[config.mk]
export PLATFORM = sky130hd
export DESIGN_NAME = freq_meter
export DESIGN_NICKNAME = d
export VERILOG_FILES = /design/src/rtl/fm_pkg.sv /design/src/rtl/fm_sync.sv /design/src/rtl/fm_prescale.sv /design/src/rtl/fm_gate_ctrl.sv /design/src/rtl/fm_bcd_chain.sv /design/src/rtl/freq_meter.sv
export SDC_FILE = /design/constraint.sdc
export NUM_CORES = 1
export LEC_CHECK = 0
export BUFFER_PORTS_ARGS = -buffer_cell sky130_fd_sc_hd__buf_4
export CAP_MARGIN = 40
export CORE_MARGIN = 2
export CORE_UTILIZATION = 30
export CTS_CLUSTER_DIAMETER = 120
export DETAILED_ROUTE_END_ITERATION = 8
export GPL_TIMING_DRIVEN = 0
export HOLD_SLACK_MARGIN = 0.15
export PLACE_DENSITY_LB_ADDON = 0.15
export SLEW_MARGIN = 20
export SYNTH_ARGS = -nofsm -noshare
export SYNTH_HDL_FRONTEND = slang
export SYNTH_SLANG_ARGS = --single-unit
[constraint.sdc]
create_clock -name clk_i -period 2.9 [get_ports clk_i]
set_input_delay 0.29 -clock clk_i [delete_from_list [all_inputs] [get_ports clk_i]]
set_output_delay 0.29 -clock clk_i [all_outputs]
set_load 0.05 [all_outputs]
[src/rtl/fm_pkg.sv]
package fm_pkg;
  localparam int unsigned NIB_W = 4;

  typedef enum logic [1:0] {
    RANGE_X1  = 2'b00,
    RANGE_D5  = 2'b01,
    RANGE_D10 = 2'b10,
    RANGE_D50 = 2'b11
  } range_e;
endpackage

[src/rtl/fm_sync.sv]
module fm_sync #(
  parameter int unsigned STAGES = 2
) (
  input  logic clk_i,
  input  logic rst_ni,
  input  logic sig_i,
  output logic rise_o
);
  logic [STAGES-1:0] sync_q;
  logic              prev_q;

  always_ff @(posedge clk_i or negedge rst_ni) begin
    if (!rst_ni) begin
      sync_q <= '0;
      prev_q <= 1'b0;
    end else begin
      sync_q <= {sync_q[STAGES-2:0], sig_i};
      prev_q <= sync_q[STAGES-1];
    end
  end

  assign rise_o = sync_q[STAGES-1] & ~prev_q;

  // a single edge yields a single pulse
  assert_single_pulse_R8: assert property (@(posedge clk_i) disable iff (!rst_ni)
    rise_o |=> !rise_o);
endmodule

[src/rtl/fm_prescale.sv]
module fm_prescale import fm_pkg::*; #(
  parameter int unsigned DIV_A = 5,
  parameter int unsigned DIV_B = 10,
  parameter int unsigned DIV_C = 50
) (
  input  logic   clk_i,
  input  logic   rst_ni,
  input  logic   pulse_i,
  input  logic   en_i,
  input  logic   clr_i,
  input  range_e range_i,
  output logic   pulse_o
);
  localparam int unsigned MAX_AB = (DIV_A > DIV_B) ? DIV_A : DIV_B;
  localparam int unsigned MAX_D  = (MAX_AB > DIV_C) ? MAX_AB : DIV_C;
  localparam int unsigned CW     = $clog2(MAX_D);

  logic       step;
  logic [2:0] tick;

  assign step = pulse_i & en_i;

  for (genvar g = 0; g < 3; g++) begin : g_div
    localparam int unsigned DV = (g == 0) ? DIV_A : (g == 1) ? DIV_B : DIV_C;
    localparam logic [CW-1:0] TOP = CW'(DV - 1);
    logic [CW-1:0] cnt_q;

    assign tick[g] = step & (cnt_q == TOP);

    always_ff @(posedge clk_i or negedge rst_ni) begin
      if (!rst_ni)   cnt_q <= '0;
      else if (clr_i) cnt_q <= '0;
      else if (step)  cnt_q <= (cnt_q == TOP) ? '0 : cnt_q + 1'b1;
    end
  end

  always_comb begin
    pulse_o = 1'b0;
    case (range_i)
      RANGE_X1:  pulse_o = step;
      RANGE_D5:  pulse_o = tick[0];
      RANGE_D10: pulse_o = tick[1];
      RANGE_D50: pulse_o = tick[2];
    endcase
  end

  // a divided range never emits back-to-back pulses
  assert_div_gap_R7: assert property (@(posedge clk_i) disable iff (!rst_ni)
    (pulse_o && range_i != RANGE_X1) |=> !(pulse_o && $stable(range_i)));
endmodule

[src/rtl/fm_gate_ctrl.sv]
module fm_gate_ctrl #(
  parameter int unsigned GATE_CYCLES = 50_000_000
) (
  input  logic clk_i,
  input  logic rst_ni,
  output logic gate_o,
  output logic latch_o,
  output logic clear_o
);
  localparam int unsigned PERIOD = 2 * GATE_CYCLES;
  localparam int unsigned CW     = $clog2(PERIOD);
  localparam logic [CW-1:0] LAST = CW'(PERIOD - 1);
  localparam logic [CW-1:0] SHUT = CW'(GATE_CYCLES);
  localparam logic [CW-1:0] WIPE = CW'(GATE_CYCLES + 1);

  logic [CW-1:0] phase_q;

  always_ff @(posedge clk_i or negedge rst_ni) begin
    if (!rst_ni) phase_q <= '0;
    else         phase_q <= (phase_q == LAST) ? '0 : phase_q + 1'b1;
  end

  assign gate_o  = phase_q < SHUT;
  assign latch_o = phase_q == SHUT;
  assign clear_o = phase_q == WIPE;

  // copy happens in the first closed cycle
  assert_latch_on_close_R3: assert property (@(posedge clk_i) disable iff (!rst_ni)
    $fell(gate_o) |-> latch_o);
  // clear directly follows the copy
  assert_clear_after_latch_R4: assert property (@(posedge clk_i) disable iff (!rst_ni)
    latch_o |=> clear_o);
  // copy and clear never overlap an open gate
  assert_closed_strobes_R2: assert property (@(posedge clk_i) disable iff (!rst_ni)
    (latch_o || clear_o) |-> !gate_o);
endmodule

[src/rtl/fm_bcd_chain.sv]
module fm_bcd_chain import fm_pkg::*; #(
  parameter int unsigned DIGITS = 8
) (
  input  logic                    clk_i,
  input  logic                    rst_ni,
  input  logic                    inc_i,
  input  logic                    clr_i,
  output logic [NIB_W*DIGITS-1:0] digits_o,
  output logic                    ovf_o
);
  logic [DIGITS:0] carry;
  logic            ovf_q;

  assign carry[0] = inc_i;

  for (genvar i = 0; i < DIGITS; i++) begin : g_dig
    logic [NIB_W-1:0] dig_q;
    logic             at_nine;

    assign at_nine      = dig_q == NIB_W'(9);
    assign carry[i+1]   = carry[i] & at_nine;
    assign digits_o[NIB_W*i +: NIB_W] = dig_q;

    always_ff @(posedge clk_i or negedge rst_ni) begin
      if (!rst_ni)       dig_q <= '0;
      else if (clr_i)    dig_q <= '0;
      else if (carry[i]) dig_q <= at_nine ? '0 : dig_q + 1'b1;
    end

    // every digit stays decimal
    assert_digit_decimal_R5: assert property (@(posedge clk_i) disable iff (!rst_ni)
      dig_q <= NIB_W'(9));
  end

  always_ff @(posedge clk_i or negedge rst_ni) begin
    if (!rst_ni)           ovf_q <= 1'b0;
    else if (clr_i)        ovf_q <= 1'b0;
    else if (carry[DIGITS]) ovf_q <= 1'b1;
  end

  assign ovf_o = ovf_q;

  // without an increment or clear the chain holds
  assert_hold_idle_R2: assert property (@(posedge clk_i) disable iff (!rst_ni)
    (!inc_i && !clr_i) |=> $stable(digits_o));
  // overflow stays set until cleared
  assert_ovf_sticky_R9: assert property (@(posedge clk_i) disable iff (!rst_ni)
    (ovf_o && !clr_i) |=> ovf_o);
endmodule

[src/rtl/freq_meter.sv]
module freq_meter import fm_pkg::*; #(
  parameter int unsigned GATE_CYCLES = 50_000_000,
  parameter int unsigned DIGITS      = 8,
  parameter int unsigned SYNC_STAGES = 2,
  parameter int unsigned DIV_A       = 5,
  parameter int unsigned DIV_B       = 10,
  parameter int unsigned DIV_C       = 50
) (
  input  logic                    clk_i,
  input  logic                    rst_ni,
  input  logic                    sig_i,
  input  logic [1:0]              range_i,
  output logic [NIB_W*DIGITS-1:0] bcd_o,
  output logic                    valid_o,
  output logic                    ovf_o
);
  localparam int unsigned RES_W = NIB_W * DIGITS;

  logic             edge_p, count_p;
  logic             gate, latch, clear;
  logic [RES_W-1:0] run_digits;
  logic             run_ovf;
  logic [RES_W-1:0] bcd_q;
  logic             ovf_q, valid_q;

  fm_sync #(.STAGES(SYNC_STAGES)) u_sync (
    .clk_i(clk_i), .rst_ni(rst_ni), .sig_i(sig_i), .rise_o(edge_p)
  );

  fm_gate_ctrl #(.GATE_CYCLES(GATE_CYCLES)) u_gate (
    .clk_i(clk_i), .rst_ni(rst_ni),
    .gate_o(gate), .latch_o(latch), .clear_o(clear)
  );

  fm_prescale #(.DIV_A(DIV_A), .DIV_B(DIV_B), .DIV_C(DIV_C)) u_pre (
    .clk_i(clk_i), .rst_ni(rst_ni), .pulse_i(edge_p), .en_i(gate),
    .clr_i(clear), .range_i(range_e'(range_i)), .pulse_o(count_p)
  );

  fm_bcd_chain #(.DIGITS(DIGITS)) u_chain (
    .clk_i(clk_i), .rst_ni(rst_ni), .inc_i(count_p), .clr_i(clear),
    .digits_o(run_digits), .ovf_o(run_ovf)
  );

  always_ff @(posedge clk_i or negedge rst_ni) begin
    if (!rst_ni) begin
      bcd_q   <= '0;
      ovf_q   <= 1'b0;
      valid_q <= 1'b0;
    end else begin
      valid_q <= latch;
      if (latch) begin
        bcd_q <= run_digits;
        ovf_q <= run_ovf;
      end
    end
  end

  assign bcd_o   = bcd_q;
  assign ovf_o   = ovf_q;
  assign valid_o = valid_q;

  // output moves only together with the strobe
  assert_bcd_moves_on_valid_R3: assert property (@(posedge clk_i) disable iff (!rst_ni)
    !$stable(bcd_o) |-> valid_o);
  assert_valid_single_R3: assert property (@(posedge clk_i) disable iff (!rst_ni)
    valid_o |=> !valid_o);
  // nothing is counted outside the gate
  assert_no_count_closed_R2: assert property (@(posedge clk_i) disable iff (!rst_ni)
    count_p |-> gate);
endmodule

**Yosys cells after proc, flatten, opt, wreduce, memory -nomap -nowiden**

Index checks and enable logic that the tools add are counted.

- Bitwise logic cells: 14
- Reductions and logical operators: 11
- Add/subtract/negate cells: 12
- Equality and inequality tests: 17
- Mux-type cells: 37
- Order comparisons: 1

Operator list:

| operator | number |
|---|---|
| $mux 4 | 24 |
| $eq 27x26->1 const B | 2 |
| $mux 6 | 9 |
| $add 4x1->4 const B | 8 |
| $eq 4x4->1 const B | 8 |
| $add 27x1->27 const B | 1 |
| $eq 27x27->1 const B | 1 |
| $lt 27x26->1 const B | 1 |
| $mux 27 | 1 |
| $reduce_bool 2->1 | 10 |
| $add 6x1->6 const B | 3 |
| $and 1x1->1 | 13 |
| $eq 6x3->1 const B | 1 |
| $eq 6x4->1 const B | 1 |
| $eq 6x6->1 const B | 1 |
| $eq 2x2->1 const B | 2 |
| $pmux 1 s4 | 1 |
| $eq 2x1->1 const B | 1 |
| $logic_not 2->1 | 1 |
| $mux 1 | 2 |
| $not 1->1 | 1 |

- Output and inout bits: 34
- Bits of input ports: 5
- Logic and storage cells: 110
- Register bits after elaboration: 115

**Depth between registers and ports, before layout**

- Word-level depth: 15
- Mapped depth: 10
- Mapped depth without buffers: 8

**Cells and area by module**

From an unflattened synthesis, not the netlist that was laid out.

- Cells, all modules: 568
- Area total of the unflattened synthesis: 6108.4 µm²

By module, submodules not included:

| module | area an instance (µm²) | times used | cells an instance | seq. area each (µm²) |
|---|---|---|---|---|
| fm_bcd_chain | 2067.0 | 1 | 228 | 825.8 |
| fm_gate_ctrl | 1503.9 | 1 | 153 | 675.6 |
| freq_meter | 1406.3 | 1 | 71 | 850.8 |
| fm_prescale | 1042.2 | 1 | 112 | 450.4 |
| fm_sync | 88.8 | 1 | 4 | 75.1 |

**Worst setup path after synthesis**

Ideal clock, no wire load.

- Path kind: reg-to-reg
- Start point: register u_pre.g_div[1].cnt_q[1]
- End point: register u_chain.g_dig[3].dig_q[2]
- Slack: 648 ps
- Cell stages (with the launch flop): 10
- Data required time: 2778 ps
- Path buffers: 1
- Library setup time: 122 ps
- Clock period less this slack: 2252 ps
- Arrival time: 2131 ps
- Cell sequence: dfrtp_1 inv_1 ha_1 nand2b_1 or4_4 a31oi_4 buf_6 or4b_1 xor2_1 nor2_1

- Longest elaborated chain between the ends: 7

Ends and longest elaborated chain:

| item | line | source |
|---|---|---|
| start, declared | fm_prescale.sv:26 | `logic [CW-1:0] cnt_q;` |
| start signal, assigned | fm_prescale.sv:33 | `else if (step) cnt_q <= (cnt_q == TOP) ? '0 : cnt_q + 1'b1;` |
| $eq 6x4->1 | fm_prescale.sv:28 | `assign tick[g] = step & (cnt_q == TOP);` |
| $and 1x1->1 | fm_prescale.sv:28 |  |
| $pmux 1 s4 | fm_prescale.sv:39 | `case (range_i)` |
| $and 1x1->1 (3 in a row) | fm_bcd_chain.sv:21 | `assign carry[i+1] = carry[i] & at_nine;` |
| $reduce_bool 2->1 (no line) | - |  |
| end signal, assigned | fm_bcd_chain.sv:27 | `else if (carry[i]) dig_q <= at_nine ? '0 : dig_q + 1'b1;` |
| end, declared | fm_bcd_chain.sv:17 | `logic [NIB_W-1:0] dig_q;` |

No other way between the ends.
A chain may end at the register's enable or synchronous reset.

**Final worst setup path**

- Start point: register u_gate.phase_q[8]
- End point: register u_chain.g_dig[5].dig_q[3]

- Longest elaborated chain between the ends: 10
- Elaborated cells on any way between the ends: 14
- Classes of those cells: order compare: 1; eq/ne: 1; mux: 2; bitwise: 9; reduce/logical: 1

Ends and longest elaborated chain:

| item | line | source |
|---|---|---|
| start, declared | fm_gate_ctrl.sv:16 | `logic [CW-1:0] phase_q;` |
| start signal, assigned | fm_gate_ctrl.sv:20 | `else phase_q <= (phase_q == LAST) ? '0 : phase_q + 1'b1;` |
| $lt 27x26->1 | fm_gate_ctrl.sv:23 | `assign gate_o = phase_q < SHUT;` |
| $and 1x1->1 | fm_prescale.sv:21 | `assign step = pulse_i & en_i;` |
| $and 1x1->1 | fm_prescale.sv:28 |  |
| $pmux 1 s4 | fm_prescale.sv:39 |  |
| $and 1x1->1 (5 in a row) | fm_bcd_chain.sv:21 |  |
| $reduce_bool 2->1 (no line) | - |  |
| end signal, assigned | fm_bcd_chain.sv:27 |  |
| end, declared | fm_bcd_chain.sv:17 |  |

Several ways; a longest one is shown, not always the timed one.

==> flow_metrics.py <==
metrics = {
    "clock_network": {
        "cts_setup_buffers": 0,
        "clk_pin_slew_ns": 0.05,
        "cts_sinks": 115,
        "cts_tree": "built",
        "cts_buffers": 17,
        "clk_latency_ns": 0.42,
        "cts-root-buf": "clkbuf_16",
        "clk_path_buf_depth": 2,
        "htreeDepth": 4,
    },
    "critical_path": {
        "crit_family": "simple AND/OR/NAND/NOR gates",
        "end_kind": "flop",
        "cp.arrival_ns": 2.82,
        "critPathKind": "flop to flop",
        "worstPathCellList": "nor4_4 -> a211oi_1 -> o2bb2ai_4 -> clkbuf_1 -> nand4_1 -> mux2i_1 -> a21oi_1",
        "crit_fanout": 10,
        "slowest_delay_ns": 0.52,
        "crit_path_start_kind": "flop",
        "crit_buf_inv": 1,
        "cp.required_ns": 3.19,
        "slowest_stage": "clkbuf_1",
    },
    "timing": {
        "finalSetupTns_ns": 0,
        "rsz0062_at_grt": "false",
        "tightest_slew_ns": 0.654,
        "drv_slew": 0,
        "timing.fmax_ghz": 0.396,
        "period_needed_ns": 2.53,
        "fin_hold_ws_ns": 0.347,
        "hold_viol_final": 0,
        "fin_crit_sh_pct": 87.2,
        "finClkSkew_ns": 0.00945,
        "setup_viol": 0,
        "relSlewSlack_pct": 56.2,
    },
    "detailed_routing": {
        "drtIter0Drc": 196,
        "vias": 4618,
        "ant_nets": 0,
        "dr.pass1.iters": 5,
        "wirelength_um": 13900,
        "drc": 0,
        "post_drt_wl_per_cell_um": 15.2,
        "viasPerCell": 5.05,
    },
    "layout": {
        "finalNetCount": 682,
        "post_route_cells_drive_above_1_share_pct": 14.5,
        "area_delta_synth_final_pct": 22.7,
        "num_antenna_cells": 0,
        "final_area_um2": 7020,
        "utilization_pct": 37.5,
    },
    "power_and_ir_drop": {
        "power_switching_mw": 1.18,
        "swShare_pct": 25.9,
        "power_leakage_nw": 3.18,
        "clock_power_share_pct": 50.0,
        "internal_power_mw": 3.37,
        "peakVddDrop_mv": 0.424,
        "p_total_mw": 4.55,
        "combinationalPowerShare_pct": 8.6,
        "power_density_nw_per_um2": 649,
        "seqPwrFrac_pct": 41.3,
    },
    "floorplan": {
        "core_area_um2": 18700,
        "die_w_um": 142,
        "dieArea_um2": 20200,
        "start_util_pct": 30.6,
        "rows": 50,
        "io_pins": 39,
        "die_h_um": 142,
    },
    "worst_hold_path": {
        "holdCritPathClass": "flop to flop",
    },
    "synth": {
        "synthesis.area_um2": 5720,
        "syn-num-nets": 621,
        "postSynth.asyncResetShare_pct": 100,
        "ys_ff_latch": 115,
        "synth_top_area_share_pct": 50.3,
        "yosysSeqAreaShare_pct": 50.3,
        "ys.flop_type": "dfrtp_1",
        "yosysUniqueCellTypes": 60,
        "synth_edf_count": 0,
        "synth_area_leaders": "dfrtp_1 (50%), nand2_1 (8.1%), o21ai_0 (3.3%)",
        "synthCells": 607,
        "yosys.area.top_type": "dfrtp_1",
        "yosysWarnings": 0,
        "postSynthAreaPerCell_um2": 9.42,
    },
    "global_routing": {
        "grtUsageTotal_pct": 14.7,
        "grt_pass1_vias": 4492,
        "grt_pass1_wl_um": 23100,
        "antenna_found_initial": 0,
        "grt_start_max_net_pins": 67,
        "grt.overflow.total": 0,
    },
    "placed_design": {
        "dpl.hpwl_um": 9700,
        "port_buffers": 38,
        "dpl-instance-area_um2": 6340,
        "place_congestion": 0.807,
    },
    "run": {
        "drv_cap": 0,
    },
    "outcome": {
        "status": "complete, no violations",
    },
}
[registers in the layout, summed over array words and instances, names as in the netlist]
| register | cells |
|---|---|
| bcd_o | 32 |
| ovf_o | 1 |
| u_chain.g_dig.dig_q | 32 |
| u_chain.ovf_o | 1 |
| u_gate.phase_q | 27 |
| u_pre.g_div.cnt_q | 18 |
| u_sync.prev_q | 1 |
| u_sync.sync_q | 2 |
| valid_o | 1 |
[routing by layer]
metal / part of all wire, % / track usage (%) / vias up
li1: - / - / 2242
met1: 48 / 18.7 / 2290
met2: 47 / 23.7 / 67
met3: 3.5 / 4.07 / 19
met4: 1.6 / 5.79 / 0
met5: 0 / 0 / -
[through the flow]
stage | worst slack, ns | std cells
floorplan | 0.648 | 607
global placement | -0.125 | 879
detailed placement | 0.251 | 881
CTS | 0.256 | 915
global route | 0.0800 | 915
finish | 0.373 | 915
[layout make-up]
class	instances	area, um^2
fill	1924	11700
sequential	115	2880
multi-input combinational	445	2650
clock buffer	18	439
timing repair buffer	42	344
tap	234	293
clock inverter	14	201
buffer	26	135
inverter	21	78.8
[layout by cell type, fill, tap and decap left out, types with 4 or more instances in the layout]
cell type	synthesis	routed
a21oi_1	22	22
a22oi_1	4	4
and2_1	5	5
and3_1	10	10
and4_1	7	7
buf_2	9	9
buf_4	3	41
bufinv_16	0	4
clkbuf_1	11	11
clkbuf_16	0	17
clkinvlp_4	0	5
dfrtp_1	115	115
ha_1	9	9
inv_1	21	21
inv_6	0	4
mux2i_1	7	7
nand2_1	123	123
nand2b_1	4	4
nand3_1	30	30
nand4_1	25	25
nor2_1	47	47
nor2b_1	9	9
nor3_1	5	5
o21ai_0	38	38
o31ai_1	6	6
or3_1	9	9
xnor2_1	15	15
xor2_1	18	18
[synthesized netlist by cell type, types with 10 or more instances]
cell	n
o21ai_0	38
nand4_1	25
and3_1	10
a21oi_1	22
dfrtp_1	115
inv_1	21
nand3_1	30
nor2_1	47
nand2_1	123
xor2_1	18
clkbuf_1	11
xnor2_1	15
[final timing paths]
kind	endpoint	cells past startpoint	slack, ns	from
max in group asynchronous	u_pre.g_div[1].cnt_q[0]	3	1.80	rst_ni
worst max register to register	u_chain.g_dig[5].dig_q[3]	7	0.37	u_gate.phase_q[8]
min in group asynchronous	bcd_o[7]	2	0.40	rst_ni
worst min-delay path	u_sync.sync_q[1]	0	0.35	u_sync.sync_q[0]
worst max-delay path	u_chain.g_dig[5].dig_q[3]	7	0.37	u_gate.phase_q[8]
worst min register to register	u_sync.sync_q[1]	0	0.35	u_sync.sync_q[0]
[worst reg2reg max path: cells and delay by family (launching register included)]
kind | cells | cell delay (ns)
buffers and inverters | 1 | 0.52
and+or+nand+nor | 2 | 0.69
muxes | 1 | 0.20
DFF | 1 | 0.44
AOI/OAI and AO/OA | 3 | 0.56
[what timing repair did]
action / in CTS / in global routing
hold endpoints to repair: 50 / 0
resized for setup: 0 / 2
hold buffers: 2 / 0
setup endpoints to repair: 0 / 4
[cells by family (layout without fill, tap and decap cells)]
logic type	after synthesis	in the layout	share of synthesized area (%)
fa+ha+maj	9	9	1.97
simple gates	299	299	26.7
compound gates	96	96	10.8
flops	115	115	50.3
buf+inv	47	121	3.74
mux	8	8	1.42
xor+xnor	33	33	5.06
[power by group through the flow]
stage	clock, mW	combinational [mW]	sequential (mW)
after global routing	2.41	0.450	1.90
after floorplan	0	0.289	1.86
after CTS	2.33	0.400	1.88
after detailed placement	0	0.397	1.90
final	2.28	0.394	1.88
after global placement	0	0.380	1.90
Note: power is estimated with default switching activity, not from simulation.
